### src/rtl/sfr_map_pkg.sv
package sfr_map_pkg;
  localparam int REG_W = 8;

  typedef enum logic [1:0] {
    AREA_NONE = 2'd0,
    AREA_STD  = 2'd1,
    AREA_MAP  = 2'd2,
    AREA_DIR  = 2'd3
  } area_e;
endpackage

### src/rtl/sfr_ctrl_regs.sv
module sfr_ctrl_regs
  import sfr_map_pkg::*;
#(
  parameter int              ADDR_W      = 8,
  parameter logic [ADDR_W-1:0] SYSCON_ADDR = 8'hB1,
  parameter logic [ADDR_W-1:0] DIRCTL_ADDR = 8'hB9,
  parameter int              DIR_LIFE    = 2
) (
  input  logic              clk,
  input  logic              rst,
  input  logic [ADDR_W-1:0] addr,
  input  logic [REG_W-1:0]  wdata,
  input  logic              rd,
  input  logic              wr,
  input  logic              phase,
  output logic              map_en,
  output logic              dir_en,
  output logic [REG_W-1:0]  rdata
);
  localparam int CNT_W = (DIR_LIFE > 1) ? $clog2(DIR_LIFE) : 1;
  localparam logic [CNT_W-1:0] LAST_CNT = CNT_W'(DIR_LIFE - 1);

  logic [1:0]       sys_hi, sys_lo;
  logic [5:0]       ip_lo;
  logic [CNT_W-1:0] life_cnt;
  logic             wr_sys, wr_dir, rd_sys, rd_dir;
  logic [REG_W-1:0] sys_view, dir_view;

  assign wr_sys = wr && (addr == SYSCON_ADDR);
  assign wr_dir = wr && (addr == DIRCTL_ADDR);
  assign rd_sys = rd && (addr == SYSCON_ADDR);
  assign rd_dir = rd && (addr == DIRCTL_ADDR);

  assign sys_view = {sys_hi, 1'b1, map_en, 2'b00, sys_lo};
  assign dir_view = {dir_en, 1'b0, ip_lo};

  always_ff @(posedge clk) begin
    if (rst) begin
      sys_hi   <= 2'b10;
      sys_lo   <= 2'b01;
      map_en   <= 1'b0;
      dir_en   <= 1'b0;
      ip_lo    <= '0;
      life_cnt <= '0;
      rdata    <= '0;
    end else begin
      if (wr_sys) begin
        sys_hi <= wdata[7:6];
        map_en <= wdata[4];
        sys_lo <= wdata[1:0];
      end
      if (wr_dir) begin
        dir_en   <= wdata[7];
        ip_lo    <= wdata[5:0];
        life_cnt <= '0;
      end else if (dir_en && phase) begin
        if (life_cnt == LAST_CNT) begin
          dir_en   <= 1'b0;
          life_cnt <= '0;
        end else begin
          life_cnt <= life_cnt + 1'b1;
        end
      end
      if (rd_sys)      rdata <= sys_view;
      else if (rd_dir) rdata <= dir_view;
      else             rdata <= '0;
    end
  end

  // Independent pulse tally for the self-clear window
  int unsigned chk_pulses;
  always_ff @(posedge clk) begin
    if (rst || wr_dir)        chk_pulses <= 0;
    else if (dir_en && phase) chk_pulses <= chk_pulses + 1;
  end

  AST_DIR_WINDOW: assert property (@(posedge clk) disable iff (rst)
    dir_en |-> chk_pulses < DIR_LIFE);
  AST_DIR_NO_SELF_SET: assert property (@(posedge clk) disable iff (rst)
    (!wr_dir && !dir_en) |=> !dir_en);
  AST_DIR_HOLD_NO_PULSE: assert property (@(posedge clk) disable iff (rst)
    (!wr_dir && !phase) |=> $stable(dir_en));
  AST_DIR_WRITE_WINS: assert property (@(posedge clk) disable iff (rst)
    wr_dir |=> dir_en == $past(wdata[7]));
  AST_MAP_STICKY: assert property (@(posedge clk) disable iff (rst)
    !wr_sys |=> $stable(map_en));
  AST_SYS_BIT5_ONE: assert property (@(posedge clk) disable iff (rst)
    rd_sys |=> rdata[5]);
  AST_RDATA_QUIET: assert property (@(posedge clk) disable iff (rst)
    !(rd_sys || rd_dir) |=> rdata == '0);
endmodule

### src/rtl/sfr_area_decode.sv
module sfr_area_decode
  import sfr_map_pkg::*;
#(
  parameter int                         ADDR_W      = 8,
  parameter logic [ADDR_W-1:0]          SYSCON_ADDR = 8'hB1,
  parameter logic [ADDR_W-1:0]          DIRCTL_ADDR = 8'hB9,
  parameter logic [ADDR_W-1:0]          WIN_LO      = 8'hC1,
  parameter logic [ADDR_W-1:0]          WIN_HI      = 8'hCB,
  parameter int                         NUM_PORTS   = 6,
  parameter logic [NUM_PORTS*ADDR_W-1:0] PORT_ADDRS =
    {8'hF8, 8'hE8, 8'hB0, 8'hA0, 8'h90, 8'h80}
) (
  input  logic              clk,
  input  logic              rst,
  input  logic [ADDR_W-1:0] addr,
  input  logic              rd,
  input  logic              wr,
  input  logic              map_en,
  input  logic              dir_en,
  output logic              sel_std,
  output logic              sel_map,
  output logic              sel_dir
);
  logic [NUM_PORTS-1:0] port_hit;
  logic                 access, is_ctrl, in_win, is_port;
  area_e                area_d;

  for (genvar i = 0; i < NUM_PORTS; i++) begin : g_port
    assign port_hit[i] = (addr == PORT_ADDRS[i*ADDR_W +: ADDR_W]);
  end

  assign access  = rd || wr;
  assign is_ctrl = (addr == SYSCON_ADDR) || (addr == DIRCTL_ADDR);
  assign in_win  = (addr >= WIN_LO) && (addr <= WIN_HI);
  assign is_port = |port_hit;

  always_comb begin
    if (!access)                area_d = AREA_NONE;
    else if (is_ctrl)           area_d = AREA_STD;
    else if (is_port && dir_en) area_d = AREA_DIR;
    else if (in_win && map_en)  area_d = AREA_MAP;
    else                        area_d = AREA_STD;
  end

  always_ff @(posedge clk) begin
    if (rst) begin
      sel_std <= 1'b0;
      sel_map <= 1'b0;
      sel_dir <= 1'b0;
    end else begin
      sel_std <= (area_d == AREA_STD);
      sel_map <= (area_d == AREA_MAP);
      sel_dir <= (area_d == AREA_DIR);
    end
  end

  AST_ONE_SELECT: assert property (@(posedge clk) disable iff (rst)
    access |=> $countones({sel_std, sel_map, sel_dir}) == 1);
  AST_IDLE_QUIET: assert property (@(posedge clk) disable iff (rst)
    !access |=> !(sel_std || sel_map || sel_dir));
  AST_CTRL_STD: assert property (@(posedge clk) disable iff (rst)
    (access && is_ctrl) |=> sel_std);
  AST_OUTSIDE_STD: assert property (@(posedge clk) disable iff (rst)
    (access && !in_win && !is_port) |=> sel_std);
  AST_MAP_OFF: assert property (@(posedge clk) disable iff (rst)
    (access && !map_en) |=> !sel_map);
  AST_DIR_OFF: assert property (@(posedge clk) disable iff (rst)
    (access && !dir_en) |=> !sel_dir);
endmodule

### src/rtl/sfr_map_ctrl.sv
module sfr_map_ctrl
  import sfr_map_pkg::*;
#(
  parameter int                          ADDR_W      = 8,
  parameter logic [ADDR_W-1:0]           SYSCON_ADDR = 8'hB1,
  parameter logic [ADDR_W-1:0]           DIRCTL_ADDR = 8'hB9,
  parameter logic [ADDR_W-1:0]           WIN_LO      = 8'hC1,
  parameter logic [ADDR_W-1:0]           WIN_HI      = 8'hCB,
  parameter int                          NUM_PORTS   = 6,
  parameter logic [NUM_PORTS*ADDR_W-1:0] PORT_ADDRS  =
    {8'hF8, 8'hE8, 8'hB0, 8'hA0, 8'h90, 8'h80},
  parameter int                          DIR_LIFE    = 2
) (
  input  logic              clk,
  input  logic              rst,
  input  logic [ADDR_W-1:0] sfr_addr,
  input  logic [7:0]        sfr_wdata,
  input  logic              sfr_rd,
  input  logic              sfr_wr,
  input  logic              phase_s2p2,
  output logic [7:0]        sfr_rdata,
  output logic              sel_std,
  output logic              sel_map,
  output logic              sel_dir
);
  logic map_en, dir_en;

  sfr_ctrl_regs #(
    .ADDR_W(ADDR_W), .SYSCON_ADDR(SYSCON_ADDR),
    .DIRCTL_ADDR(DIRCTL_ADDR), .DIR_LIFE(DIR_LIFE)
  ) u_regs (
    .clk(clk), .rst(rst), .addr(sfr_addr), .wdata(sfr_wdata),
    .rd(sfr_rd), .wr(sfr_wr), .phase(phase_s2p2),
    .map_en(map_en), .dir_en(dir_en), .rdata(sfr_rdata)
  );

  sfr_area_decode #(
    .ADDR_W(ADDR_W), .SYSCON_ADDR(SYSCON_ADDR), .DIRCTL_ADDR(DIRCTL_ADDR),
    .WIN_LO(WIN_LO), .WIN_HI(WIN_HI), .NUM_PORTS(NUM_PORTS),
    .PORT_ADDRS(PORT_ADDRS)
  ) u_dec (
    .clk(clk), .rst(rst), .addr(sfr_addr), .rd(sfr_rd), .wr(sfr_wr),
    .map_en(map_en), .dir_en(dir_en),
    .sel_std(sel_std), .sel_map(sel_map), .sel_dir(sel_dir)
  );
endmodule

### config.mk
export PLATFORM = sky130hd
export DESIGN_NAME = sfr_map_ctrl
export DESIGN_NICKNAME = d
export VERILOG_FILES = /design/src/rtl/sfr_map_pkg.sv /design/src/rtl/sfr_ctrl_regs.sv /design/src/rtl/sfr_area_decode.sv /design/src/rtl/sfr_map_ctrl.sv
export SDC_FILE = /design/constraint.sdc
export NUM_CORES = 1
export LEC_CHECK = 0
export BUFFER_PORTS_ARGS = -buffer_cell sky130_fd_sc_hd__buf_2
export CAP_MARGIN = 15
export CORE_MARGIN = 3
export CORE_UTILIZATION = 49
export CTS_CLUSTER_DIAMETER = 50
export CTS_CLUSTER_SIZE = 12
export DETAILED_ROUTE_END_ITERATION = 16
export GPL_ROUTABILITY_DRIVEN = 0
export HOLD_SLACK_MARGIN = 0.1
export PLACE_DENSITY = 0.86
export SETUP_SLACK_MARGIN = 0.15
export SYNTH_ARGS = -nofsm -noshare
export SYNTH_HDL_FRONTEND = slang
export SYNTH_SLANG_ARGS = --single-unit
### constraint.sdc
create_clock -name clk -period 1.7 [get_ports clk]
set_input_delay 0.34 -clock clk [delete_from_list [all_inputs] [get_ports clk]]
set_output_delay 0.34 -clock clk [all_outputs]
set_load 0.03 [all_outputs]
==> impl_metrics.json <==
{
  "irDropWorstVdd_mv": 0.543,
  "min_period_ns": 1.27,
  "worst_setup_path_start_kind": "input port",
  "path_max_fanout": 14,
  "ys_top_cells_by_count": "dfxtp_1, a21oi_1, nand4_1, nor2_1, o31ai_1",
  "dp_hpwl_um": 1780,
  "tns_ns": 0,
  "cp_slowest_cell": "or3b_1",
  "routedWlPerCell_um": 13.9,
  "synth-main-ff-cell": "dfxtp_1",
  "die_h_um": 52.8,
  "report.final.slew_viol_count": 0,
  "numCtsBuffers": 3,
  "diodes": 0,
  "drc": 0,
  "maxCapViolations": 0,
  "power_mw": 0.966,
  "cts_buffer_depth": 2,
  "r2r_start": "u_regs.map_en",
  "worstMarginPinSlew_ns": 0.396,
  "drt-initial-drc-count": 25,
  "grt_pass1_vias": 904,
  "netlist_area_um2": 1070,
  "setup_ws_ns": 0.431,
  "hp-class": "in -> reg",
  "pre_cts_ws_ns": 0.0977,
  "p_leak_nw": 0.498,
  "endpoint_kind": "flop",
  "die_area_um2": 2780,
  "crit_chain": "buf_2 > or3b_1 > buf_4 > nor3_2 > mux2i_1",
  "cts_root_buf": "clkbuf_4",
  "status": "complete, no violations",
  "syn2layout_area_growth_pct": 19.7,
  "synthCells": 112,
  "regToRegEndpoint": "u_dec.sel_dir",
  "yosysSeqAreaShare_pct": 44.9,
  "power.density_nw_per_um2": 753,
  "cts.reportedPaths.clkPinSlew_ns": 0.13,
  "ys_warn_count": 0,
  "grt_usage_pct": 18.8,
  "die_w_um": 52.8,
  "ctsHtreeMaxLevel": 1,
  "synth_most_common_cell": "dfxtp_1",
  "crit_type": "in -> reg",
  "post_dp_cell_area_um2": 1250,
  "finalNetCount": 165,
  "vias_per_cell": 5.79,
  "synth_top_area_cell": "dfxtp_1",
  "r2r_cells": 3,
  "synth-seq-cells": 24,
  "hold_slack_ns": 0.272,
  "num_rows": 16,
  "cts_num_sinks": 24,
  "antenna_found_initial": 0,
  "r2r_slack_ns": 0.47,
  "initial_core_util_pct": 53.0,
  "hold_viol_final": 0,
  "clk_latency_ns": 0.31,
  "cp.required_ns": 1.94,
  "min_to": "u_regs.ip_lo[2]",
  "max_freq_mhz": 788,
  "cts_hold_buf": 0,
  "gr-total-overflow": 0,
  "layout-drive-gt1-share_pct": 30.8,
  "synth_area_leaders": "dfxtp_1, o31ai_1, nand4_1",
  "totalWireLength_um": 2370,
  "dr_total_vias": 985,
  "ant_nets": 0,
  "period_share_pct": 74.7,
  "avgSynthCellArea_um2": 9.56,
  "cp_data_arrival_time_ns": 1.51,
  "rsz0062_at_grt": "no",
  "synthArstFlopShare_pct": 0,
  "finalInstanceArea_um2": 1280,
  "yosysUniqueCellTypes": 35,
  "min-delay-start": "sfr_wdata[2]",
  "grt_pass1_wl_um": 3880,
  "cts-resized-gates": 0,
  "cts_tree": "built",
  "fin_skew_ns": 0.00260,
  "synth-edff-count": 0,
  "relSlewSlack_pct": 73.6,
  "synth_top_area_share_pct": 44.9,
  "core_area_um2": 2020,
  "port_buffers": 31,
  "synth_fp_nets": 133,
  "post-cts-setup-buffers": 0,
  "crit_path_max_incr_delay_ns": 0.36,
  "ioPinCount": 32,
  "hold_depth": 3,
  "setup_violations": 0,
  "grt_max_degree": 19,
  "first_pass_iters": 4
}
-- cells by family after synthesis --
family / after synthesis / synth area share (%)
AND/OR/NAND/NOR: 43 / 26.8
AO/OA/AOI/OAI: 28 / 16.8
flip-flops: 24 / 44.9
buffers and inverters: 10 / 5.14
multiplexers: 6 / 5.61
XOR/XNOR: 1 / 0.818
-- metal layers --
layer / track usage (%) / vias up / part of all wire, %
met2: 33.7 / 38 / 50
met4: 6.81 / 0 / 0.30
met5: 0 / - / 0
li1: - / 485 / -
met1: 22.0 / 460 / 44
met3: 3.42 / 2 / 5.3
-- critical path: cells and delay by family --
family        cells  cell delay, ns
buf+inv           2            0.32
simple gates      2            0.63
mux               1            0.22
-- metrics by stage --
| stage | utilization (%) | instances |
|---|---|---|
| 2_1_floorplan | - | 112 |
| 3_3_place_gp | 61.6 | 166 |
| 3_5_place_dp | 61.6 | 166 |
| 4_1_cts | 63.4 | 170 |
| 5_1_grt | 63.4 | 170 |
| 6_report | 63.4 | 170 |
-- flip-flops by register name, indices dropped and copies added (netlist names) --
signal / count
u_regs.sys_hi: 2
u_regs.rdata: 8
u_regs.sys_lo: 2
u_dec.sel_map: 1
u_regs.dir_en: 1
u_regs.ip_lo: 6
u_dec.sel_dir: 1
u_regs.map_en: 1
u_regs.life_cnt: 1
u_dec.sel_std: 1
-- power breakdown --
| part | switching, mW | internal (mW) |
|---|---|---|
| clock network | 0.171 | 0.131 |
| registers | 0.000478 | 0.564 |
| logic | 0.0609 | 0.0384 |
| total | 0.232 | 0.733 |
-- worst max path at each step --
| stage | startpoint | end | depth (start not counted) |
|---|---|---|---|
| 4_1_cts | sfr_addr[2] | u_regs.sys_lo[0] | 5 |
| 5_1_grt | sfr_addr[2] | u_regs.sys_lo[0] | 5 |
| 3_3_place_gp | sfr_addr[2] | u_dec.sel_dir | 5 |
| 2_1_floorplan | sfr_addr[2] | u_regs.dir_en | 5 |
| 3_5_place_dp | sfr_addr[2] | u_regs.sys_lo[0] | 5 |
| 6_report | sfr_addr[2] | u_regs.sys_lo[0] | 5 |
-- layout make-up --
cell class              instances  area, um^2
multi-input cells              78         536
fillers                       188         739
clock buffers                   4        36.3
repair buffers                 36         193
well taps                      27        33.8
flip-flops and latches         24         480
inverters                       1        3.75
-- cell usage in the layout (no fill, tap or decap), types with 3 or more instances in the layout --
cell | netlist | routed
dfxtp_1 | 24 | 24
nand4_1 | 10 | 10
a21oi_1 | 12 | 12
clkbuf_4 | 0 | 3
mux2i_1 | 6 | 6
o31ai_1 | 10 | 10
buf_4 | 0 | 5
nor2_1 | 10 | 10
buf_2 | 2 | 31
No activity file was read; power rests on OpenSTA's default activity.
